$ cat src/rtl/mlpwm_pkg.sv
package mlpwm_pkg;

    typedef enum logic [0:0] {
        SWEEP_UP   = 1'b0,
        SWEEP_DOWN = 1'b1
    } sweep_e;

    localparam int NBANDS = 4;

endpackage

$ cat src/rtl/mlpwm_sweep.sv
module mlpwm_sweep
    import mlpwm_pkg::*;
#(
    parameter int CW = 12
) (
    input  logic          clk,
    input  logic          rst,
    input  logic [CW-1:0] period_in,
    output logic [CW-1:0] cnt,
    output logic [CW-1:0] half,
    output logic          peak
);

    sweep_e        state_q, state_d;
    logic [CW-1:0] cnt_q, cnt_d;
    logic [CW-1:0] half_q, half_d;
    logic [CW-1:0] half_clamped;

    assign half_clamped = (period_in == '0) ? CW'(1) : period_in;

    // next-state and next-count decode
    always_comb begin
        state_d = state_q;
        cnt_d   = cnt_q;
        half_d  = half_q;
        unique case (state_q)
            SWEEP_UP: begin
                if (cnt_q >= half_q) begin
                    state_d = SWEEP_DOWN;
                    cnt_d   = cnt_q - CW'(1);
                end else begin
                    cnt_d   = cnt_q + CW'(1);
                end
            end
            SWEEP_DOWN: begin
                if (cnt_q == '0) begin
                    state_d = SWEEP_UP;
                    cnt_d   = CW'(1);
                    half_d  = half_clamped;
                end else begin
                    cnt_d   = cnt_q - CW'(1);
                end
            end
            default: begin
                state_d = SWEEP_UP;
                cnt_d   = '0;
            end
        endcase
    end

    // state register
    always_ff @(posedge clk) begin
        if (rst) begin
            state_q <= SWEEP_UP;
            cnt_q   <= '0;
            half_q  <= half_clamped;
        end else begin
            state_q <= state_d;
            cnt_q   <= cnt_d;
            half_q  <= half_d;
        end
    end

    // outputs
    always_comb begin
        cnt  = cnt_q;
        half = half_q;
        peak = (state_q == SWEEP_UP) && (cnt_q == half_q);
    end

    assert_cnt_within_half_R1: assert property (@(posedge clk) disable iff (rst)
        cnt_q <= half_q);

    assert_rise_step_R1: assert property (@(posedge clk) disable iff (rst)
        (state_q == SWEEP_UP && cnt_q < half_q) |=> (cnt_q == $past(cnt_q) + CW'(1)));

    assert_half_held_R1: assert property (@(posedge clk) disable iff (rst)
        !(state_q == SWEEP_DOWN && cnt_q == '0) |=> $stable(half_q));

endmodule

$ cat src/rtl/mlpwm_bands.sv
module mlpwm_bands
    import mlpwm_pkg::*;
#(
    parameter int CW = 12,
    parameter int MW = 14
) (
    input  logic                 clk,
    input  logic                 rst,
    input  logic [CW-1:0]        cnt,
    input  logic [CW-1:0]        half,
    input  logic                 peak,
    input  logic signed [MW-1:0] mod_in,
    output logic signed [2:0]    level_q,
    output logic signed [2:0]    level_nxt
);

    localparam int PADW = MW - CW;

    logic signed [MW-1:0] h_s, c_s;
    logic signed [MW-1:0] mod_q;
    logic signed [MW-1:0] car [NBANDS];
    logic [NBANDS-1:0]    above;
    logic signed [3:0]    vote_sum;

    assign h_s = $signed({{PADW{1'b0}}, half});
    assign c_s = $signed({{PADW{1'b0}}, cnt});

    for (genvar k = 0; k < NBANDS; k++) begin : g_band
        localparam logic signed [MW-1:0] OFS = MW'(k - NBANDS / 2);
        if ((k % 2) == 0) begin : g_rise
            assign car[k] = OFS * h_s + c_s;
        end else begin : g_fall
            assign car[k] = OFS * h_s + (h_s - c_s);
        end
        assign above[k] = (mod_q > car[k]);
    end

    always_comb begin
        vote_sum = '0;
        for (int k = 0; k < NBANDS; k++) begin
            vote_sum = above[k] ? (vote_sum + 4'sd1) : (vote_sum - 4'sd1);
        end
        level_nxt = 3'(vote_sum >>> 1);
    end

    always_ff @(posedge clk) begin
        if (rst) begin
            mod_q   <= '0;
            level_q <= '0;
        end else begin
            if (peak) begin
                mod_q <= mod_in;
            end
            level_q <= level_nxt;
        end
    end

    assert_level_range_R4: assert property (@(posedge clk) disable iff (rst)
        (level_q >= -3'sd2) && (level_q <= 3'sd2));

    assert_sample_hold_R5: assert property (@(posedge clk) disable iff (rst)
        !peak |=> $stable(mod_q));

    assert_overmod_top_R6: assert property (@(posedge clk) disable iff (rst)
        (mod_q > (h_s + h_s)) |=> (level_q == 3'sd2));

    assert_overmod_bottom_R6: assert property (@(posedge clk) disable iff (rst)
        (mod_q <= -(h_s + h_s)) |=> (level_q == -3'sd2));

endmodule

$ cat src/rtl/mlpwm_commut.sv
module mlpwm_commut #(
    parameter int CNTW = 16
) (
    input  logic            clk,
    input  logic            rst,
    input  logic            strobe,
    input  logic            change,
    output logic [CNTW-1:0] count_q
);

    logic [CNTW-1:0] run_q;

    always_ff @(posedge clk) begin
        if (rst) begin
            run_q   <= '0;
            count_q <= '0;
        end else if (strobe) begin
            count_q <= run_q;
            run_q   <= change ? CNTW'(1) : '0;
        end else if (change) begin
            run_q   <= run_q + CNTW'(1);
        end
    end

    assert_window_latch_R7: assert property (@(posedge clk) disable iff (rst)
        strobe |=> (count_q == $past(run_q)));

    assert_count_hold_R7: assert property (@(posedge clk) disable iff (rst)
        !strobe |=> $stable(count_q));

endmodule

$ cat src/rtl/mlpwm_level_gen.sv
module mlpwm_level_gen
    import mlpwm_pkg::*;
#(
    parameter int CW   = 12,
    parameter int MW   = 14,
    parameter int CNTW = 16
) (
    input  logic                 clk,
    input  logic                 rst,
    input  logic [CW-1:0]        period_in,
    input  logic signed [MW-1:0] mod_in,
    input  logic                 cycle_start,
    output logic signed [2:0]    level,
    output logic [CNTW-1:0]      commutations
);

    logic [CW-1:0]     sw_cnt, sw_half;
    logic              sw_peak;
    logic signed [2:0] lvl_q, lvl_nxt;

    mlpwm_sweep #(.CW(CW)) u_sweep (
        .clk       (clk),
        .rst       (rst),
        .period_in (period_in),
        .cnt       (sw_cnt),
        .half      (sw_half),
        .peak      (sw_peak)
    );

    mlpwm_bands #(.CW(CW), .MW(MW)) u_bands (
        .clk       (clk),
        .rst       (rst),
        .cnt       (sw_cnt),
        .half      (sw_half),
        .peak      (sw_peak),
        .mod_in    (mod_in),
        .level_q   (lvl_q),
        .level_nxt (lvl_nxt)
    );

    mlpwm_commut #(.CNTW(CNTW)) u_commut (
        .clk     (clk),
        .rst     (rst),
        .strobe  (cycle_start),
        .change  (lvl_nxt != lvl_q),
        .count_q (commutations)
    );

    assign level = lvl_q;

    assert_reset_quiet_R9: assert property (@(posedge clk)
        $past(rst) |-> (level == 3'sd0 && commutations == '0));

endmodule

$ cat config.mk
export PLATFORM = sky130hd
export DESIGN_NAME = mlpwm_level_gen
export DESIGN_NICKNAME = d
export VERILOG_FILES = /design/src/rtl/mlpwm_pkg.sv /design/src/rtl/mlpwm_sweep.sv /design/src/rtl/mlpwm_bands.sv /design/src/rtl/mlpwm_commut.sv /design/src/rtl/mlpwm_level_gen.sv
export SDC_FILE = /design/constraint.sdc
export NUM_CORES = 1
export LEC_CHECK = 0
export BUFFER_PORTS_ARGS = -buffer_cell sky130_fd_sc_hd__buf_4
export CORE_MARGIN = 2
export CORE_UTILIZATION = 45
export CTS_BUF_LIST = sky130_fd_sc_hd__clkbuf_8
export CTS_CLUSTER_SIZE = 28
export DETAILED_ROUTE_END_ITERATION = 7
export GPL_TIMING_DRIVEN = 0
export SETUP_SLACK_MARGIN = 0.4
export SLEW_MARGIN = 15
export SYNTH_ARGS = -nofsm -noshare
export SYNTH_HDL_FRONTEND = slang
export SYNTH_SLANG_ARGS = --single-unit
$ cat constraint.sdc
create_clock -name clk -period 8.69 [get_ports clk]
set_clock_uncertainty 0.1 [all_clocks]
set_input_delay 1.3035 -clock clk [delete_from_list [all_inputs] [get_ports clk]]
set_output_delay 1.3035 -clock clk [all_outputs]
set_load 0.005 [all_outputs]
After elaboration in Yosys (flattened, before gate mapping)

Cells that the tools add are included.

$add $sub $neg: 15
Magnitude comparators: 5
Equal/unequal tests: 2
Muxes and demuxes: 17
Bitwise operators: 1
Reduce and logical (&&, ||, !) cells: 7

Operators by type and width:

| cell                    | count |
|---|---|
| $mux W12                | 6 |
| $gt A14 B14 Y1          | 3 |
| $mux W16                | 2 |
| $logic_not A12 Y1       | 2 |
| $pmux W12 S2            | 1 |
| $add A16 B1 Y16 const B | 1 |
| $mux W4                 | 4 |
| $add A13 B14 Y14        | 1 |
| $add A14 B13 Y14        | 1 |
| $add A14 B14 Y14        | 1 |
| $gt A14 B13 Y1          | 1 |
| $neg A12 Y14            | 1 |
| $neg A12 Y13            | 1 |
| $sub A12 B12 Y13        | 1 |
| $add A12 B1 Y12 const B | 1 |
| $add A4 B2 Y4 const B   | 3 |
| $eq A12 B12 Y1          | 1 |
| $ge A12 B12 Y1          | 1 |
| $sub A12 B1 Y12 const B | 1 |
| $sub A4 B2 Y4 const B   | 3 |
| $reduce_bool A2 Y1      | 3 |
| $mux W1                 | 3 |
| $ne A3 B3 Y1            | 1 |
| $pmux W1 S2             | 1 |
| 3 further kinds         | 3 |

Bits in registers: 74
Output and inout bits: 19
Logic and storage cells: 54

Depth between registers and ports, before layout

Depth in word-level cells: 13
Mapped depth: 36
Gate-level depth less buffers: 34

Hierarchy

From an unflattened synthesis, not the netlist that was laid out.

Cell total of the unflattened synthesis: 860
Area total of the unflattened synthesis: 7,334.5 um^2

Modules (own cells, without submodules):

| module          | instances | cells each | area each (um^2) |
|---|---|---|---|
| mlpwm_bands     | 1         | 535        | 4,256.6 |
| mlpwm_sweep     | 1         | 182        | 1,717.9 |
| mlpwm_commut    | 1         | 139        | 1,328.8 |
| mlpwm_level_gen | 1         | 4          | 31.3 |

Least setup slack after synthesis

OpenSTA, ideal clock, no wires.

Path type: reg-to-reg
From: reg u_sweep.half_q[0] (netlist: u_sweep.half[0])
To: reg u_commut.run_q[9]
Setup time: 128 ps
Arrival: 6,983 ps
Setup slack: 1,479 ps
Cell stages (with the launch flop): 34
Buffers on the path: 2
Period minus slack after synthesis: 7,211 ps
Path through: edfxtp_1 -> inv_1 -> ha_1 -> fa_1 -> nor2b_1 -> o21a_1 -> o21ai_0 -> a21oi_1 -> a21oi_1 -> and4b_1 -> or3_1 -> ha_1 -> clkbuf_1 -> nand2_1 -> o31ai_1 -> a21oi_1 -> nor2_1 -> ha_1 -> nand4_1 -> nor2_1 -> o21ai_0 -> a21oi_1 -> nor3_1 -> mux2_2 -> fa_1 -> ha_1 -> or4b_1 -> a21oi_1 -> nand4b_1 -> nand3_1 -> clkbuf_1 -> nor4_1 -> xnor2_1 -> nor2_1

Cells in the longest elaborated chain, start to end: 12

Ends and longest elaborated chain:

| item                                                  | line                  | source |
|---|---|---|
| from (decl)                                           | mlpwm_sweep.sv:16     | `logic [CW-1:0] half_q, half_d;` |
| from (signal assigned)                                | mlpwm_sweep.sv:56     | `half_q <= half_clamped;` |
| from (signal assigned)                                | mlpwm_sweep.sv:60     | `half_q <= half_d;` |
| $neg A12 Y13 (implied by the code)                    | mlpwm_bands.sv:31     | `assign car[k] = OFS * h_s + c_s;` |
| $add A14 B13 Y14                                      | mlpwm_bands.sv:31     |  |
| $gt A14 B14 Y1                                        | mlpwm_bands.sv:35     | `assign above[k] = (mod_q > car[k]);` |
| $mux W4                                               | mlpwm_bands.sv:41     | `vote_sum = above[k] ? (vote_sum + 4'sd1) : (vote_sum - 4'sd1);` |
| $sub A4 B2 Y4 / $add A4 B2 Y4 (equally long branches) | mlpwm_bands.sv:41     |  |
| $mux W4                                               | mlpwm_bands.sv:41     |  |
| $sub A4 B2 Y4 / $add A4 B2 Y4 (equally long branches) | mlpwm_bands.sv:41     |  |
| $mux W4                                               | mlpwm_bands.sv:41     |  |
| $sub A4 B2 Y4 / $add A4 B2 Y4 (equally long branches) | mlpwm_bands.sv:41     |  |
| $mux W4 (*)                                           | mlpwm_bands.sv:41     |  |
| $ne A3 B3 Y1 (*)                                      | mlpwm_level_gen.sv:45 | `.change (lvl_nxt != lvl_q),` |
| $reduce_bool A2 Y1 (no line) (*)                      | n/a                   |  |
| to (signal assigned)                                  | mlpwm_commut.sv:19    | `run_q <= change ? CNTW'(1) : '0;` |
| to (signal assigned)                                  | mlpwm_commut.sv:21    | `run_q <= run_q + CNTW'(1);` |
| to (decl)                                             | mlpwm_commut.sv:11    | `logic [CNTW-1:0] run_q;` |

Every way passes the cells marked *; elsewhere a longest branch is shown, timed or not.
A chain may end at the register's enable or synchronous reset.

Worst setup path after layout

From: reg u_sweep.half_q[2] (netlist: u_sweep.half[2])
To: reg u_commut.run_q[9]

The elaborated chain is that of the path after synthesis.

==> results.ini <==
[clock_tree]
cts-htree-levels = 3
clock-sinks = 74
clockBufferDepth = 2
cts.clk_slew.worst_paths_ns = 0.09
ctsHoldBuffers = 0
clockRootBuffer = clkbuf_8
cts_tree = yes
clk_latency_ns = 0.37
cts-buffers-inserted = 9

[drt]
wirelength_microns = 18700
vias_per_cell = 5.74
ant_nets = 0
drc_errors = 0
drt-pass1-iter-count = 5
drt_iter0_drc = 362
avgRoutedWirePerCell_microns = 17.7
via_count = 6053

[sta]
maxSlewViolCount = 0
worstMarginPinSlew_ns = 0.834
slew-limit-headroom_pct = 44.1
final_hold_viol_count = 0
layout_setup_ws_ns = 0.962
fin_setup_tns_ns = 0
setup_viol = 0
rsz0062_at_grt = no
min_period_over_period_pct = 88.9
fin_crit_ns = 7.73
fmax_ghz = 0.129

[global_routing]
grt_overflow = 0
grt_pass1_wl_microns = 30700
grt_pass1_vias = 5980
antenna_found_initial = 0
grt_max_degree = 16
grt_util_all_layers_pct = 24.3

[synth]
synth.area.top_cells = ha_1 20%, dfxtp_1 18%, xnor2_1 6.6%
netlist.area_leader.share_pct = 20.0
synthesis.area_sq_um = 6740
ys_dominant_reg_cell = dfxtp_1
syn_inst = 802
synth_edf_count = 12
synth.ff_latch_count = 74
synth_warnings = 0
async_flop_share_pct = 0
synth_top_area_cell = ha_1
avgSynthCellArea_sq_um = 8.40
synth.distinct_cells = 67
syn_nets = 944
ys_seq_area_share_pct = 23.8

[worst_setup_path]
path_class = flop to flop
worst_setup_path_start_kind = flop
critPathMaxFanout = 10
cp-end-kind = flop
r2r_slack_ns = 0.96
r2r_start = u_sweep.half[2]$_SDFFCE_PN0P_
crit_required_ns = 8.84
endpoint = u_commut.run_q[9]$_SDFFE_PP0P_
crit_slowest_cell = edfxtp_1
r2r-end = u_commut.run_q[9]$_SDFFE_PP0P_
startpoint = u_sweep.half[2]$_SDFFCE_PN0P_
arrival_ns = 7.88
cpPeakStageDelay_ns = 0.54
rr_worst_depth = 33

[placement]
dp_slack_ns = 0.113
place_congestion = 0.950
port_buffers = 46
dpl.hpwl_microns = 15300

[floorplan]
coreArea_sq_um = 14600
ioPinCount = 48
std_cell_rows = 44
dieArea_sq_um = 16000
die_y_microns = 126
die_w_microns = 126
initial_core_util_pct = 46.2

[layout]
mostFrequentLayoutCell = ha_1
fin_util_pct = 52.1
area_growth_pct = 12.8
n_antenna_cell = 0
final_cell_mix = 108 x ha_1, 99 x nor2_1, 59 x dfxtp_1
drive_gt1_share_pct = 11.4
final_nets = 1008

[pwr]
p_leak_nw = 3.33
power_density_nw_per_um2 = 324
ir_drop_mv = 0.139

[min_path]
min_path_type = flop to flop

[status]
status = complete, no violations

[flow_run]
max_cap_violations = 0

-- critical path, delay by kind of cell, from the launching register on --
kind	cells	cell delay, ns
compound gates	10	1.50
flops	1	0.54
fa+ha+maj	5	1.84
buf+inv	2	0.39
xor+xnor	1	0.15
simple gates	14	2.64
mux	1	0.40
-- power breakdown --
| group | switching (mW) | internal (mW) |
|---|---|---|
| combinational | 0.994 | 0.756 |
| clock | 0.151 | 0.108 |
| sequential | 0.0672 | 0.388 |
| total | 1.21 | 1.25 |
-- final cells by class --
type | instances | area [sq um]
fill | 1408 | 6980
timing repair buffer | 53 | 398
buffer | 30 | 133
clock buffer | 9 | 124
multi-input combinational | 642 | 4840
inverter | 56 | 216
clock inverter | 7 | 61.3
tap | 184 | 230
sequential | 74 | 1610
-- through the flow --
step	hold WS (ns)	cell area, sq um	instances	power [mW]
global placement	0.378	7320	1032	2.09
CTS	0.406	7530	1050	2.45
global route	0.437	7600	1055	2.72
floorplan	0.331	6740	802	1.75
detailed placement	0.382	7320	1032	2.14
finish	0.398	7600	1055	2.46
-- worst min-delay path by stage --
stage                                      from                               end  slack, ns  depth (start not counted)
2_1_floorplan        u_sweep.cnt[11]$_SDFF_PP0_        u_sweep.cnt[11]$_SDFF_PP0_       0.33                          1
3_3_place_gp   u_commut.count_q[3]$_SDFFE_PP0P_  u_commut.count_q[3]$_SDFFE_PP0P_       0.38                          2
3_5_place_dp   u_commut.count_q[1]$_SDFFE_PP0P_  u_commut.count_q[1]$_SDFFE_PP0P_       0.38                          2
4_1_cts        u_commut.count_q[5]$_SDFFE_PP0P_  u_commut.count_q[5]$_SDFFE_PP0P_       0.41                          2
5_1_grt        u_commut.count_q[1]$_SDFFE_PP0P_  u_commut.count_q[1]$_SDFFE_PP0P_       0.44                          2
6_report       u_commut.count_q[1]$_SDFFE_PP0P_  u_commut.count_q[1]$_SDFFE_PP0P_       0.40                          2
-- cells by family (layout without fill, tap and decap cells) --
kind of cell | count (synthesis) | count (layout) | synth area share (%)
xor+xnor | 66 | 66 | 8.58
compound gates | 173 | 173 | 16.8
simple gates | 256 | 256 | 19.2
flops | 74 | 74 | 23.8
fa+ha+maj | 113 | 113 | 21.5
mux | 34 | 34 | 5.07
buf+inv | 86 | 155 | 5.05
-- repair_timing --
| item | 4_1_cts | 5_1_grt |
|---|---|---|
| pin swaps | 0 | 3 |
| gates resized for setup | 4 | 17 |
| endpoints found under the setup margin | 12 | 12 |
| setup buffers | 2 | 5 |
-- per-layer routing --
metal / vias to the layer above / global-route usage, % / part of all wire (%)
li1: 3015 / - / -
met1: 2848 / 32.6 / 46
met5: - / 0 / 0
met4: 0 / 7.43 / 2.1
met2: 158 / 40.0 / 47
met3: 32 / 3.96 / 5.3
-- synthesized netlist by cell type, types with 3 or more instances --
master	n
nor2_1	99
nand2b_1	6
o31a_1	3
and3_1	8
o31ai_1	5
fa_1	5
clkbuf_1	26
nand3b_1	3
o21bai_1	6
o41ai_1	3
and4_1	3
xor2_1	15
dfxtp_1	62
nor3_1	18
mux2i_1	33
or2_2	5
a211oi_1	9
a21oi_1	54
a2111oi_0	4
nand4_1	18
a221oi_1	7
nand2_1	30
o21a_1	8
o21ai_0	29
xnor2_1	51
a21o_1	19
nor2b_1	14
inv_1	55
ha_1	108
nor4_1	12
nand3_1	18
a31oi_1	5
edfxtp_1	12
or3_1	7
-- flip-flops by register name, indices dropped and copies added, names as in the netlist --
register,cells
u_commut.count_q,16
u_commut.run_q,16
u_bands.mod_q,14
u_sweep.cnt,12
u_sweep.half,12
u_bands.level_q,3
u_sweep.state_q,1
Note: power is estimated with default switching activity, not from simulation.
